**src/rtl/mw_pkg.sv**
```systemverilog
package mw_pkg;
    localparam int CMD_W    = 8;
    localparam int MIN_RESP = 4;
    localparam int MAX_RESP = 32;
    localparam int LEN_W    = 6;
    localparam int EDGE_W   = $clog2(CMD_W + 1 + MAX_RESP + 1);

    typedef enum logic [1:0] {
        ST_IDLE,
        ST_RUN,
        ST_STOP
    } mw_state_e;

    function automatic logic [LEN_W-1:0] clamp_len(input logic [LEN_W-1:0] v);
        if (v < LEN_W'(MIN_RESP))      return LEN_W'(MIN_RESP);
        else if (v > LEN_W'(MAX_RESP)) return LEN_W'(MAX_RESP);
        else                           return v;
    endfunction
endpackage

```
**src/rtl/mw_fifo.sv**
```systemverilog
module mw_fifo #(
    parameter int WIDTH = 8,
    parameter int DEPTH = 4
) (
    input  logic             clk,
    input  logic             rst_n,
    input  logic             push,
    input  logic [WIDTH-1:0] din,
    input  logic             pop,
    output logic [WIDTH-1:0] dout,
    output logic             full,
    output logic             empty
);
    localparam int AW = (DEPTH > 1) ? $clog2(DEPTH) : 1;
    localparam int CW = $clog2(DEPTH + 1);

    typedef struct packed {
        logic [AW-1:0] wptr;
        logic [AW-1:0] rptr;
        logic [CW-1:0] count;
    } fifo_st_t;

    fifo_st_t q, d;
    logic [WIDTH-1:0] mem_q [DEPTH];
    logic do_push, do_pop;

    function automatic logic [AW-1:0] step(input logic [AW-1:0] p);
        return (p == AW'(DEPTH - 1)) ? '0 : p + AW'(1);
    endfunction

    assign full  = (q.count == CW'(DEPTH));
    assign empty = (q.count == '0);
    assign dout  = mem_q[q.rptr];

    always_comb begin
        d       = q;
        do_push = push && !full;
        do_pop  = pop && !empty;
        if (do_push) d.wptr = step(q.wptr);
        if (do_pop)  d.rptr = step(q.rptr);
        case ({do_push, do_pop})
            2'b10:   d.count = q.count + CW'(1);
            2'b01:   d.count = q.count - CW'(1);
            default: d.count = q.count;
        endcase
    end

    always_ff @(posedge clk or negedge rst_n) begin
        if (!rst_n) q <= '0;
        else        q <= d;
    end

    always_ff @(posedge clk) begin
        if (do_push) mem_q[q.wptr] <= din;
    end

    assert_count_bound_R11: assert property (@(posedge clk) disable iff (!rst_n)
        q.count <= CW'(DEPTH));

    assert_full_push_ignored_R11: assert property (@(posedge clk) disable iff (!rst_n)
        (push && full && !pop) |=> (q.count == CW'(DEPTH)));
endmodule

```
**src/rtl/mw_divider.sv**
```systemverilog
module mw_divider #(
    parameter int DIV_W = 8
) (
    input  logic             clk,
    input  logic             rst_n,
    input  logic             run,
    input  logic [DIV_W-1:0] half_in,
    output logic             tick
);
    typedef struct packed {
        logic [DIV_W-1:0] cnt;
        logic [DIV_W-1:0] half;
    } div_st_t;

    div_st_t q, d;

    always_comb begin
        d    = q;
        tick = 1'b0;
        if (!run) begin
            d.cnt  = '0;
            d.half = (half_in == '0) ? DIV_W'(1) : half_in;
        end else begin
            tick  = (q.cnt == q.half - DIV_W'(1));
            d.cnt = tick ? '0 : q.cnt + DIV_W'(1);
        end
    end

    always_ff @(posedge clk or negedge rst_n) begin
        if (!rst_n) q <= '{cnt: '0, half: DIV_W'(1)};
        else        q <= d;
    end

    assert_tick_spacing_R3: assert property (@(posedge clk) disable iff (!rst_n)
        (run && $past(run) && $past(tick) && q.half > DIV_W'(1)) |-> !tick);

    assert_half_frozen_R3: assert property (@(posedge clk) disable iff (!rst_n)
        (run && $past(run)) |-> $stable(q.half));
endmodule

```
**src/rtl/mw_engine.sv**
```systemverilog
module mw_engine
    import mw_pkg::*;
(
    input  logic                clk,
    input  logic                rst_n,
    input  logic                tick,
    input  logic                tx_valid,
    input  logic [CMD_W-1:0]    tx_byte,
    output logic                tx_pop,
    input  logic                rx_full,
    output logic                rx_push,
    output logic [MAX_RESP-1:0] rx_word,
    input  logic [LEN_W-1:0]    resp_len,
    output logic                run,
    output logic                overrun,
    output logic                sclk,
    output logic                cs_n,
    output logic                mosi,
    input  logic                miso
);
    localparam logic [EDGE_W-1:0] WAIT_EDGE = EDGE_W'(CMD_W + 1);

    typedef struct packed {
        mw_state_e            state;
        logic                 sclk;
        logic                 cs_n;
        logic                 mosi;
        logic [EDGE_W-1:0]    edges;
        logic [CMD_W-1:0]     cmd_sh;
        logic [MAX_RESP-1:0]  rx_sh;
        logic [LEN_W-1:0]     rlen;
        logic                 overrun;
    } eng_st_t;

    eng_st_t q, d;
    logic want_push;
    logic [EDGE_W-1:0] last_edge;
    logic [EDGE_W-1:0] next_edge;

    assign last_edge = WAIT_EDGE + EDGE_W'(q.rlen);
    assign next_edge = q.edges + EDGE_W'(1);

    always_comb begin
        d         = q;
        tx_pop    = 1'b0;
        want_push = 1'b0;
        rx_push   = 1'b0;
        case (q.state)
            ST_IDLE: begin
                if (tx_valid) begin
                    tx_pop   = 1'b1;
                    d.state  = ST_RUN;
                    d.cs_n   = 1'b0;
                    d.sclk   = 1'b0;
                    d.cmd_sh = tx_byte;
                    d.mosi   = tx_byte[CMD_W-1];
                    d.edges  = '0;
                    d.rx_sh  = '0;
                    d.rlen   = clamp_len(resp_len);
                end
            end
            ST_RUN: begin
                if (tick) begin
                    if (!q.sclk) begin
                        d.sclk  = 1'b1;
                        d.edges = next_edge;
                        if (next_edge > WAIT_EDGE)
                            d.rx_sh = {q.rx_sh[MAX_RESP-2:0], miso};
                    end else begin
                        d.sclk = 1'b0;
                        if (q.edges < EDGE_W'(CMD_W)) begin
                            d.cmd_sh = q.cmd_sh << 1;
                            d.mosi   = d.cmd_sh[CMD_W-1];
                        end else begin
                            d.mosi = 1'b0;
                        end
                        if (q.edges == last_edge) begin
                            if (tx_valid) begin
                                want_push = 1'b1;
                                tx_pop    = 1'b1;
                                d.cmd_sh  = tx_byte;
                                d.mosi    = tx_byte[CMD_W-1];
                                d.edges   = '0;
                                d.rx_sh   = '0;
                                d.rlen    = clamp_len(resp_len);
                            end else begin
                                d.state = ST_STOP;
                            end
                        end
                    end
                end
            end
            ST_STOP: begin
                if (tick) begin
                    d.state   = ST_IDLE;
                    d.cs_n    = 1'b1;
                    want_push = 1'b1;
                end
            end
            default: d.state = ST_IDLE;
        endcase
        if (want_push) begin
            if (rx_full) d.overrun = 1'b1;
            else         rx_push   = 1'b1;
        end
    end

    always_ff @(posedge clk or negedge rst_n) begin
        if (!rst_n) begin
            q       <= '0;
            q.state <= ST_IDLE;
            q.cs_n  <= 1'b1;
            q.rlen  <= LEN_W'(MIN_RESP);
        end else begin
            q <= d;
        end
    end

    assign rx_word = q.rx_sh;
    assign run     = (q.state != ST_IDLE);
    assign overrun = q.overrun;
    assign sclk    = q.sclk;
    assign cs_n    = q.cs_n;
    assign mosi    = q.mosi;

    assert_idle_pins_R1: assert property (@(posedge clk) disable iff (!rst_n)
        (q.state == ST_IDLE) |-> (q.cs_n && !q.sclk && !q.mosi));

    assert_clock_inside_select_R3: assert property (@(posedge clk) disable iff (!rst_n)
        q.sclk |-> !q.cs_n);

    assert_mosi_hold_high_R2: assert property (@(posedge clk) disable iff (!rst_n)
        (q.sclk && $past(q.sclk)) |-> $stable(q.mosi));

    assert_wait_clock_low_R4: assert property (@(posedge clk) disable iff (!rst_n)
        (q.sclk && q.edges == WAIT_EDGE) |-> !q.mosi);

    assert_edge_bound_R5: assert property (@(posedge clk) disable iff (!rst_n)
        (q.edges <= last_edge) && (q.rlen >= LEN_W'(MIN_RESP)) && (q.rlen <= LEN_W'(MAX_RESP)));

    assert_overrun_sticky_R9: assert property (@(posedge clk) disable iff (!rst_n)
        q.overrun |=> q.overrun);

    assert_overrun_cause_R9: assert property (@(posedge clk) disable iff (!rst_n)
        $rose(q.overrun) |-> $past(rx_full));
endmodule

```
**src/rtl/mw_master.sv**
```systemverilog
module mw_master
    import mw_pkg::*;
#(
    parameter int TX_DEPTH = 4,
    parameter int RX_DEPTH = 4,
    parameter int DIV_W    = 8
) (
    input  logic                clk,
    input  logic                rst_n,
    input  logic                tx_push,
    input  logic [CMD_W-1:0]    tx_data,
    output logic                tx_full,
    input  logic                rx_pop,
    output logic [MAX_RESP-1:0] rx_data,
    output logic                rx_empty,
    input  logic [LEN_W-1:0]    resp_len,
    input  logic [DIV_W-1:0]    half_period,
    output logic                overrun,
    output logic                sclk,
    output logic                cs_n,
    output logic                mosi,
    input  logic                miso
);
    logic               tx_empty, tx_pop, rx_full, rx_push, run, tick;
    logic [CMD_W-1:0]   tx_head;
    logic [MAX_RESP-1:0] rx_word;

    mw_fifo #(.WIDTH(CMD_W), .DEPTH(TX_DEPTH)) i_tx_q (
        .clk(clk), .rst_n(rst_n), .push(tx_push), .din(tx_data),
        .pop(tx_pop), .dout(tx_head), .full(tx_full), .empty(tx_empty)
    );

    mw_fifo #(.WIDTH(MAX_RESP), .DEPTH(RX_DEPTH)) i_rx_q (
        .clk(clk), .rst_n(rst_n), .push(rx_push), .din(rx_word),
        .pop(rx_pop), .dout(rx_data), .full(rx_full), .empty(rx_empty)
    );

    mw_divider #(.DIV_W(DIV_W)) i_div (
        .clk(clk), .rst_n(rst_n), .run(run), .half_in(half_period), .tick(tick)
    );

    mw_engine i_eng (
        .clk(clk), .rst_n(rst_n), .tick(tick),
        .tx_valid(!tx_empty), .tx_byte(tx_head), .tx_pop(tx_pop),
        .rx_full(rx_full), .rx_push(rx_push), .rx_word(rx_word),
        .resp_len(resp_len), .run(run), .overrun(overrun),
        .sclk(sclk), .cs_n(cs_n), .mosi(mosi), .miso(miso)
    );

    assert_start_needs_cmd_R10: assert property (@(posedge clk) disable iff (!rst_n)
        $fell(cs_n) |-> $past(!tx_empty));
endmodule

```
**config.mk**
```make
export PLATFORM = sky130hd
export DESIGN_NAME = mw_master
export DESIGN_NICKNAME = d
export VERILOG_FILES = /design/src/rtl/mw_pkg.sv /design/src/rtl/mw_fifo.sv /design/src/rtl/mw_divider.sv /design/src/rtl/mw_engine.sv /design/src/rtl/mw_master.sv
export SDC_FILE = /design/constraint.sdc
export NUM_CORES = 1
export LEC_CHECK = 0
export BUFFER_PORTS_ARGS = -buffer_cell sky130_fd_sc_hd__buf_4
export CAP_MARGIN = 20
export CORE_MARGIN = 1.5
export CORE_UTILIZATION = 60
export CTS_BUF_LIST = sky130_fd_sc_hd__clkbuf_8
export DETAILED_ROUTE_END_ITERATION = 6
export HOLD_SLACK_MARGIN = 0.06
export PLACE_DENSITY = 0.82
export SYNTH_ARGS = -nofsm -noshare
export SYNTH_HDL_FRONTEND = slang
export SYNTH_SLANG_ARGS = --single-unit
```
**constraint.sdc**
```tcl
create_clock -name clk -period 4.4 [get_ports clk]
set_input_delay 0.66 -clock clk [delete_from_list [all_inputs] [get_ports clk]]
set_output_delay 0.66 -clock clk [all_outputs]
set_load 0.03 [all_outputs]
```
; After elaboration in Yosys (flattened, before gate mapping)
; Memories as Yosys holds them, arrays and structs flattened.
; Cells that the tools add are included.
[word_totals]
reg_bits = 88
mem_bits_rw = 160
out_inout_bits = 38
n_memories = 2
[op_classes]
addsub = 12
order_cmp = 4
eq_ne = 24
mux = 48
reduce_logical = 25
[mem_list]
columns = name, depth, width, rd, rd_ports_with_merged_regs, wr, line_no
row1 = i_rx_q.mem_q, 4, 32, 1, 0, 1, mw_fifo.sv:24  ; logic [WIDTH-1:0] mem_q [DEPTH];
row2 = i_tx_q.mem_q, 4, 8, 1, 0, 1, mw_fifo.sv:24
[op_table]
columns = operator, count
row1 = 53-bit 2-to-1 mux, 3
row2 = 53-bit case mux with 2 select lines, 1
row3 = 32-bit 2-to-1 mux, 2
row4 = 57-bit 2-to-1 mux, 1
row5 = 8-bit 2-to-1 mux, 5
row6 = 6-bit 2-to-1 mux, 4
row7 = 6-bit AND reduction, 3
row8 = 1-bit 2-to-1 mux, 16
row9 = 2-bit 2-to-1 mux, 8
row10 = "2-bit == test, second input constant", 7
row11 = 3-bit case mux with 2 select lines, 2
row12 = "2-bit != test, second input constant", 5
row13 = 2-bit nonzero test, 5
row14 = "2-bit by 1-bit adder with 2-bit output, second input constant", 4
row15 = "8-bit by 1-bit adder with 8-bit output, second input constant", 1
row16 = 8-bit == test, 1
row17 = 8-bit zero test, 1
row18 = 1-bit case mux with 2 select lines, 4
row19 = "8-bit by 1-bit subtractor with 8-bit output, second input constant", 1
row20 = "3-bit by 1-bit adder with 3-bit output, second input constant", 2
row21 = "4-bit by 6-bit adder with 6-bit output, first input constant", 1
row22 = "6-bit by 1-bit adder with 6-bit output, second input constant", 1
row23 = "2-bit by 1-bit == test with 1-bit output, second input constant", 3
row24 = "3-bit == test, second input constant", 2
row25 = other kinds (19), 30

; Logic depth before layout (Yosys ltp)
; Gate-level depths: netlist of the first run.
[depth]
depth_word = 10
mapped_depth = 16
ltp_nobuf = 15

; Hierarchy
; Synthesis of the first run repeated with hierarchy kept, for this count alone.
[hier_totals]
cells_unflattened = 766
hier_area_um2 = 11310.8
[by_module_without_submodules]
columns = mod, n_inst, cells_each, area_each_um2
row1 = mw_fifo at i_rx_q, 1, 208, 5116.2
row2 = mw_engine, 1, 377, 3532.1
row3 = mw_fifo at i_tx_q, 1, 83, 1635.3
row4 = mw_divider, 1, 97, 1023.5
row5 = mw_master, 1, 1, 3.8

; Worst setup path before layout of the first run
; Ideal clock, no wire load.
[synth_timing]
kind = reg-to-reg
start = register i_div.q[0] (netlist name)
end = memory i_rx_q.mem_q[0][0] (netlist name) (enable)
setup_ps = 392
arrival_time_ps = 3025
required_time_ps = 4008
slack_ps = 983
path_stages_with_launch = 10
path_buffers = 1
cell_sequence = dfstp_2 > inv_1 > ha_1 > nand2b_1 > a311o_1 > a2111o_1 > nor2_1 > and4_1 > clkbuf_1 > and2_1
[synth_between]
elab_chain_cells = 9
elab_cells_between_ends = 10
cone_classes = add/sub: 1 / eq/ne: 1 / mux: 7 / reduce/logical: 1
[synth_lines]
columns = element, line_no
row1 = "start, declared", mw_divider.sv:15  ; div_st_t q, d;
row2 = "start signal, assigned", mw_divider.sv:30  ; if (!rst_n) q <= '{cnt: '0, half: DIV_W'(1)};
row3 = 8-bit by 1-bit subtractor with 8-bit output (*), mw_divider.sv:24  ; tick = (q.cnt == q.half - DIV_W'(1));
row4 = 8-bit == test (*), mw_divider.sv:24
row5 = 1-bit 2-to-1 mux (*), mw_divider.sv:20  ; if (!run) begin
row6 = "1-bit 2-to-1 mux, on equally long branches", "mw_engine.sv:94, mw_engine.sv:63"
row7 = 1-bit case mux with 2 select lines (*), mw_engine.sv:48  ; case (q.state)
row8 = 1-bit 2-to-1 mux (*), mw_engine.sv:102  ; if (want_push) begin
row9 = 1-bit logical AND (*), mw_fifo.sv:37  ; do_push = push && !full;
row10 = 1-bit 2-to-1 mux (*), mw_fifo.sv:54  ; if (do_push) mem_q[q.wptr] <= din;
row11 = 1-bit 2-to-1 mux (implied by the code) (*), mw_fifo.sv:54
row12 = "end, declared", mw_fifo.sv:24
; Every way passes the cells marked *; elsewhere a longest branch is shown, timed or not.

; Worst setup path in the final report of the first run
[layout_timing]
start = register i_div.q[0] (netlist name)
end = register i_rx_q.q[2] (netlist name)
[layout_between]
elab_chain_cells = 9
elab_cells_between_ends = 12
cone_classes = add/sub: 1 / eq/ne: 3 / mux: 6 / reduce/logical: 2
[layout_lines]
columns = element, line_no
row1 = 8-bit by 1-bit subtractor with 8-bit output (*), mw_divider.sv:24
row2 = 8-bit == test (*), mw_divider.sv:24
row3 = 1-bit 2-to-1 mux (*), mw_divider.sv:20
row4 = "1-bit 2-to-1 mux, on equally long branches", "mw_engine.sv:94, mw_engine.sv:63"
row5 = 1-bit case mux with 2 select lines (*), mw_engine.sv:48
row6 = 1-bit 2-to-1 mux (*), mw_engine.sv:102
row7 = 1-bit logical AND (*), mw_fifo.sv:37
row8 = 2-bit by 1-bit == test with 1-bit output or 2-bit == test (tied branches), mw_fifo.sv:41  ; case ({do_push, do_pop})
row9 = 3-bit case mux with 2 select lines or 2-bit nonzero test (tied branches), -
row10 = "end signal, assigned", mw_fifo.sv:49  ; if (!rst_n) q <= '0;
row11 = "end signal, assigned", mw_fifo.sv:50  ; else q <= d;
row12 = "end, declared", mw_fifo.sv:23  ; fifo_st_t q, d;
; Marked as above.
; A chain may end at the register's enable or synchronous reset.

==> impl_metrics.ini, run 1 <==
[status]
run_status = finished clean

[synth]
synth_seq_cells = 247
synth-warning-count = 0
synth_area_leaders = edfxtp_1, dfrtp_1, mux4_2, a22o_1, ha_1
avgSynthCellArea_um2 = 16.2
synth_fp_nets = 683
synthArstFlopShare_pct = 35.2
synth_edf_count = 160
synth_most_common_cell = edfxtp_1
ys.flop_type = edfxtp_1
synth.top_cell.area_share_pct = 46.9
syn_inst = 634
netlist_area_mm2 = 0.0103
yosysSeqAreaShare_pct = 68.1
synth_common_cells = edfxtp_1, dfrtp_1, mux4_2, a22o_1, inv_1
ys_types = 60
synth_top_area_cell = edfxtp_1

[power_and_ir_drop]
p_clk_share_pct = 24.9
p_int_mw = 4.61
switchingPower_mw = 2.34
swShare_pct = 33.7
power_mw = 6.95
power_leakage_nw = 4.43
p_seq_share_pct = 42.2
power_frac_comb_pct = 33.0
power.density_mw_per_mm2 = 596
ir_drop_mv = 0.502

[floorplanning]
dieWidth_um = 134
core_area_mm2 = 0.0166
die_h_um = 134
start_util_pct = 61.6
std_cell_rows = 47
dieArea_mm2 = 0.0179
ios = 65

[final_layout]
postLayoutCellArea_mm2 = 0.0117
fin_util_pct = 70.1
drive_above_1_share_pct = 25.0
area_growth_pct = 13.8
diodes = 0
fillerInstances = 1072
instances_no_fill = 969
num-nets-final = 768

[job]
maxCapViolations = 0

[worst_setup_path]
reg2reg_from = i_div.q[0]
arrival_ns = 4.18
cpMaxStageDelayCell = dfstp_2
startpoint_type = register
crit_start = i_div.q[0]
cp_common_cell = inv_1
critical_path_class = reg2reg
slowest_delay_ns = 0.56
critPathMaxFanout = 7
cp_cell_sequence = inv_1 > ha_1 > nand2b_1 > a311o_1 > a2111o_1 > nor2_1 > buf_4 > and4_1 > inv_1 > ha_1 > inv_1 > fa_1 > xor2_1 > nor2_1 > xor2_1
end_kind = register
cp_data_required_time_ns = 4.79

[grt]
grt_max_degree = 53
grt-ovfl-total = 0
first_global_vias = 5910
antenna_found_initial = 0
track_usage_pct = 21.1
grt_pass1_wl_um = 29500

[routing]
vias = 5676
wl_per_cell_um = 18.3
via_per_inst = 5.86
first_pass_iters = 5
drc = 0
routed_wl_um = 17700
drtIter0Drc = 316
ant_nets = 0

[cts]
ctsResizeCount = 0
cts_tree = yes
cts.path.max_buffers = 3
cts_setup_buffers = 0
numCtsBuffers = 38
worstSkewPairLatency_ns = 0.54
path_clk_slew_ns = 0.06
holdBufCountCts = 0
clock-root-buffer = clkbuf_8
cts_sinks = 247
h-tree-depth = 2

[sta]
worstMarginPinSlew_ns = 0.834
finalMaxSlewViolations = 0
hold-worst-slack_ns = 0.163
min_period_over_period_pct = 86.0
skew_ns = 0.0273
hold_viol_final = 0
rsz0062_at_grt = false
tns_ns = 0
setup_viol = 0
max-slew-margin-rel_pct = 44.4
min_period_ns = 3.78
fin_ws_ns = 0.617
fmax_mhz = 264

[place]
place_congestion = 0.882
hpwlAfterDp_um = 11100
place_inst = 898
placed_area_mm2 = 0.0109
dpl_worst_slack_ns = 0.662
port_buffers = 64

[hold_path]
holdCritPathClass = in2async
power groups by stage:
stage          Clock [mW]  Combinational, mW  Sequential, mW
2_1_floorplan           0               1.75            2.87
3_3_place_gp            0               2.15            3.02
3_5_place_dp            0               2.22            3.05
4_1_cts              1.77               2.23            3.01
5_1_grt              1.87               2.49            2.97
6_report             1.73               2.29            2.93
critical path, delay by kind of cell, from the launching register on:
kind / cells / cell delay, ns
AOI/OAI and AO/OA: 2 / 0.83
xor gates and xnor gates: 2 / 0.29
adders and majority gates: 3 / 0.61
buffers and inverters: 4 / 0.43
DFF: 1 / 0.56
and+or+nand+nor: 4 / 0.91
layer usage:
| metal | share of wire, % | global-route usage [%] | wire length (um) | vias to the layer above |
|---|---|---|---|---|
| met5 | 0 | 0 | 0 | - |
| met1 | 40 | 27.5 | 7160 | 2871 |
| li1 | - | - | - | 2618 |
| met2 | 52 | 35.8 | 9220 | 157 |
| met4 | 1.9 | 7.13 | 331 | 0 |
| met3 | 5.8 | 4.11 | 1030 | 30 |
final timing paths:
kind	slack, ns	to	cells past startpoint
min	0.16	i_eng.q[39]	1
max	0.62	i_rx_q.q[2]	15
max reg2reg	0.62	i_rx_q.q[2]	15
min reg2reg	0.49	i_eng.overrun	1
min in group clk	0.33	i_tx_q.mem_q[3][5]	1
max in group asynchronous	3.28	i_eng.cs_n	2
flip-flops by register name, summed over array words and instances, names as in the netlist, 7 cells and up:
name	cells
i_tx_q.mem_q	32
i_eng.rx_word	32
i_div.q	16
i_tx_q.q	7
i_eng.q	21
i_rx_q.q	7
i_rx_q.mem_q	128
area by class of cell:
| cell class | instances | area (um^2) | area share (%) |
|---|---|---|---|
| multi-input cells | 328 | 3010 | 25.8 |
| repair buffers | 76 | 583 | 5.00 |
| clock inverters | 27 | 114 | 0.976 |
| clock buffers | 43 | 592 | 5.07 |
| flip-flops and latches | 247 | 6990 | 59.9 |
| inverters | 28 | 105 | 0.901 |
| well taps | 220 | 275 | 2.36 |
cell usage in the layout, fill, tap and decap left out, types with 3 or more instances in the layout:
cell type / n
a21oi_1: 13
a22o_1: 33
a2bb2oi_1: 5
and2_1: 12
and3_1: 6
buf_4: 75
clkbuf_8: 43
clkinv_1: 5
dfrtp_1: 83
dfstp_2: 3
edfxtp_1: 160
ha_1: 20
inv_1: 47
mux2_2: 15
mux4_2: 40
nand2_1: 18
nand2b_1: 5
nand3_1: 16
nand4_1: 4
nor2_1: 26
nor2b_1: 4
nor3_1: 9
nor4_1: 5
o21ai_0: 15
o22ai_1: 9
o2bb2ai_1: 4
xnor2_1: 11
xor2_1: 17
logic make-up (layout without fill, tap and decap cells):
kind of cell,Yosys count,in the layout,synth area share (%)
AO/OA/AOI/OAI,99,99,7.05
XOR/XNOR,28,28,2.39
adder cells (fa/ha/maj),23,23,2.93
buffers and inverters,59,174,2.47
flip-flops,247,247,68.1
multiplexers,56,56,10.5
AND/OR/NAND/NOR,122,122,6.48
(Power assumes the default switching activity.)
==> run 2, diff against run 1 <==
CORE_ASPECT_RATIO = 1.4   (was default)
clock period = 4 ns   (was 4.4 ns; I/O delays follow)
==> impl_metrics.ini, run 2 (synthesis results as in run 1) <==
[status]
run_status = finished clean

[final_layout]
multiInputGateArea_mm2 = 0.00301
max_flop_register = i_rx_q.mem_q
layout_common_cells = edfxtp_1, dfrtp_1, buf_4, inv_1, clkbuf_8
num-nets-final = 766
seqCellArea_mm2 = 0.00699
fillerInstances = 1098
diodes = 0
area_growth_pct = 13.3
final_common_cell = edfxtp_1
largest_reg_flops = 128
fin_util_pct = 69.3
drive_above_1_share_pct = 25.0

[cts]
clock-root-buffer = clkbuf_8
path_clk_slew_ns = 0.06
holdBufCountCts = 0
cts_tree = yes
cts_setup_buffers = 0
ctsResizeCount = 0
cts.path.max_buffers = 3
numCtsBuffers = 36
cts_sinks = 247
h-tree-depth = 2
worstSkewPairLatency_ns = 0.50

[worst_setup_path]
r2r_end = i_rx_q.q[2]
critPathMaxFanout = 10
cpMaxStageDelayCell = dfstp_2
end_kind = register
cp_common_cell = inv_1
cp_cell_sequence = inv_1 > ha_1 > nand2b_1 > a311o_1 > a2111o_1 > nor2_1 > buf_4 > and4_1 > inv_1 > ha_1 > inv_1 > fa_1 > xor2_1 > nor2_1 > xor2_1
cpLargestDelayFamily = compound AO/OA/AOI/OAI gates
slowest_delay_ns = 0.56
critPathBufInv = 4
reg2reg_from = i_div.q[0]
arrival_ns = 3.90
cp_data_required_time_ns = 4.38
critical_path_class = reg2reg
r2r_slack_ns = 0.48
startpoint_type = register
reg2reg_depth = 15

[grt]
antenna_found_initial = 0
grt_pass1_wl_um = 29500
first_global_vias = 5957
grt_max_degree = 62
grt-ovfl-total = 0
track_usage_pct = 21.3

[sta]
min_period_ns = 3.52
skew_ns = 0.0195
max-slew-margin-rel_pct = 44.3
min_period_over_period_pct = 87.9
worstMarginPinSlew_ns = 0.835
hold_viol_final = 0
setup_viol = 0
finalMaxSlewViolations = 0
fmax_mhz = 284
rsz0062_at_grt = false
tns_ns = 0

[floorplanning]
start_util_pct = 61.2
dieWidth_um = 113
std_cell_rows = 56
dieArea_mm2 = 0.0179
die_h_um = 158
ios = 65
core_area_mm2 = 0.0167

[power_and_ir_drop]
ir_drop_mv = 0.483
switchingPower_mw = 2.57
power_leakage_nw = 4.39
power.density_mw_per_mm2 = 654
p_int_mw = 5.03
p_clk_share_pct = 24.2
power_frac_comb_pct = 33.1
swShare_pct = 33.8
p_seq_share_pct = 42.7

[place]
hpwlAfterDp_um = 11600
port_buffers = 64
place_congestion = 0.867

[job]
maxCapViolations = 0

[routing]
ant_nets = 0
wl_per_cell_um = 19.2
via_per_inst = 5.99
vias = 5676
drc = 0
first_pass_iters = 5
routed_wl_um = 18200
drtIter0Drc = 378

[hold_path]
holdCritPathClass = in2async
==> run 2: changes by cell type in the layout (fill, tap and decap cells not counted), sizes merged <==
cell	before	now
clkinv	6	8
clkbuf	43	41
inv	48	44
==> run 2: power groups by stage <==
stage / combinational (mW) / sequential, mW / clock, mW
floorplan: 1.92 / 3.16 / 0
CTS: 2.54 / 3.25 / 1.89
global route: 2.71 / 3.29 / 1.99
finish: 2.51 / 3.24 / 1.84
global placement: 2.44 / 3.27 / 0
detailed placement: 2.53 / 3.30 / 0
==> run 2: worst register-to-register path, cell delays in order, from the launching register on <==
cell and delay (ns):
dfstp_2 0.56, inv_1 0.06, ha_1 0.24, nand2b_1 0.18, a311o_1 0.37, a2111o_1 0.45, nor2_1 0.14, buf_4 0.19
and4_1 0.33, inv_1 0.07, ha_1 0.21, inv_1 0.07, fa_1 0.17, xor2_1 0.15, nor2_1 0.07, xor2_1 0.14
==> run 2: per-stage QoR <==
step / cell area [um^2] / instances / hold slack, ns / power, mW / setup slack [ns]
after global placement: 10900 / 882 / 0.481 / 5.71 / 0.637
after floorplan: 10300 / 634 / 0.304 / 5.09 / 0.583
after CTS: 11600 / 948 / 0.225 / 7.68 / 0.486
after global routing: 11600 / 948 / 0.267 / 7.99 / 0.262
after detailed placement: 10900 / 882 / 0.497 / 5.83 / 0.505
final: 11600 / 948 / 0.179 / 7.59 / 0.483
==> run 2: per-layer routing <==
metal	vias to the layer above	routed length, um	global-route usage, %
li1	2598	-	-
met1	2850	6950	24.6
met2	185	9830	39.8
met3	43	904	3.29
met4	0	489	8.21
met5	-	0	0
==> run 2: cell type report <==
type	count	share of cell area, %
flip-flops and latches	247	60.2
multi-input cells	328	25.9
repair buffers	76	5.02
clock buffers	41	4.86
well taps	203	2.19
clock inverters	25	0.905
inverters	28	0.905
==> run 2: how the worst max path moves through the flow <==
stage / startpoint / cells past startpoint / end
detailed placement: i_div.q[0] / 13 / i_rx_q.q[1]
finish: i_div.q[0] / 15 / i_rx_q.q[2]
global route: i_div.q[0] / 15 / i_rx_q.q[2]
global placement: i_div.q[0] / 15 / i_rx_q.q[2]
floorplan: i_div.q[0] / 9 / i_rx_q.mem_q[0][0]
CTS: i_div.q[0] / 15 / i_rx_q.q[2]
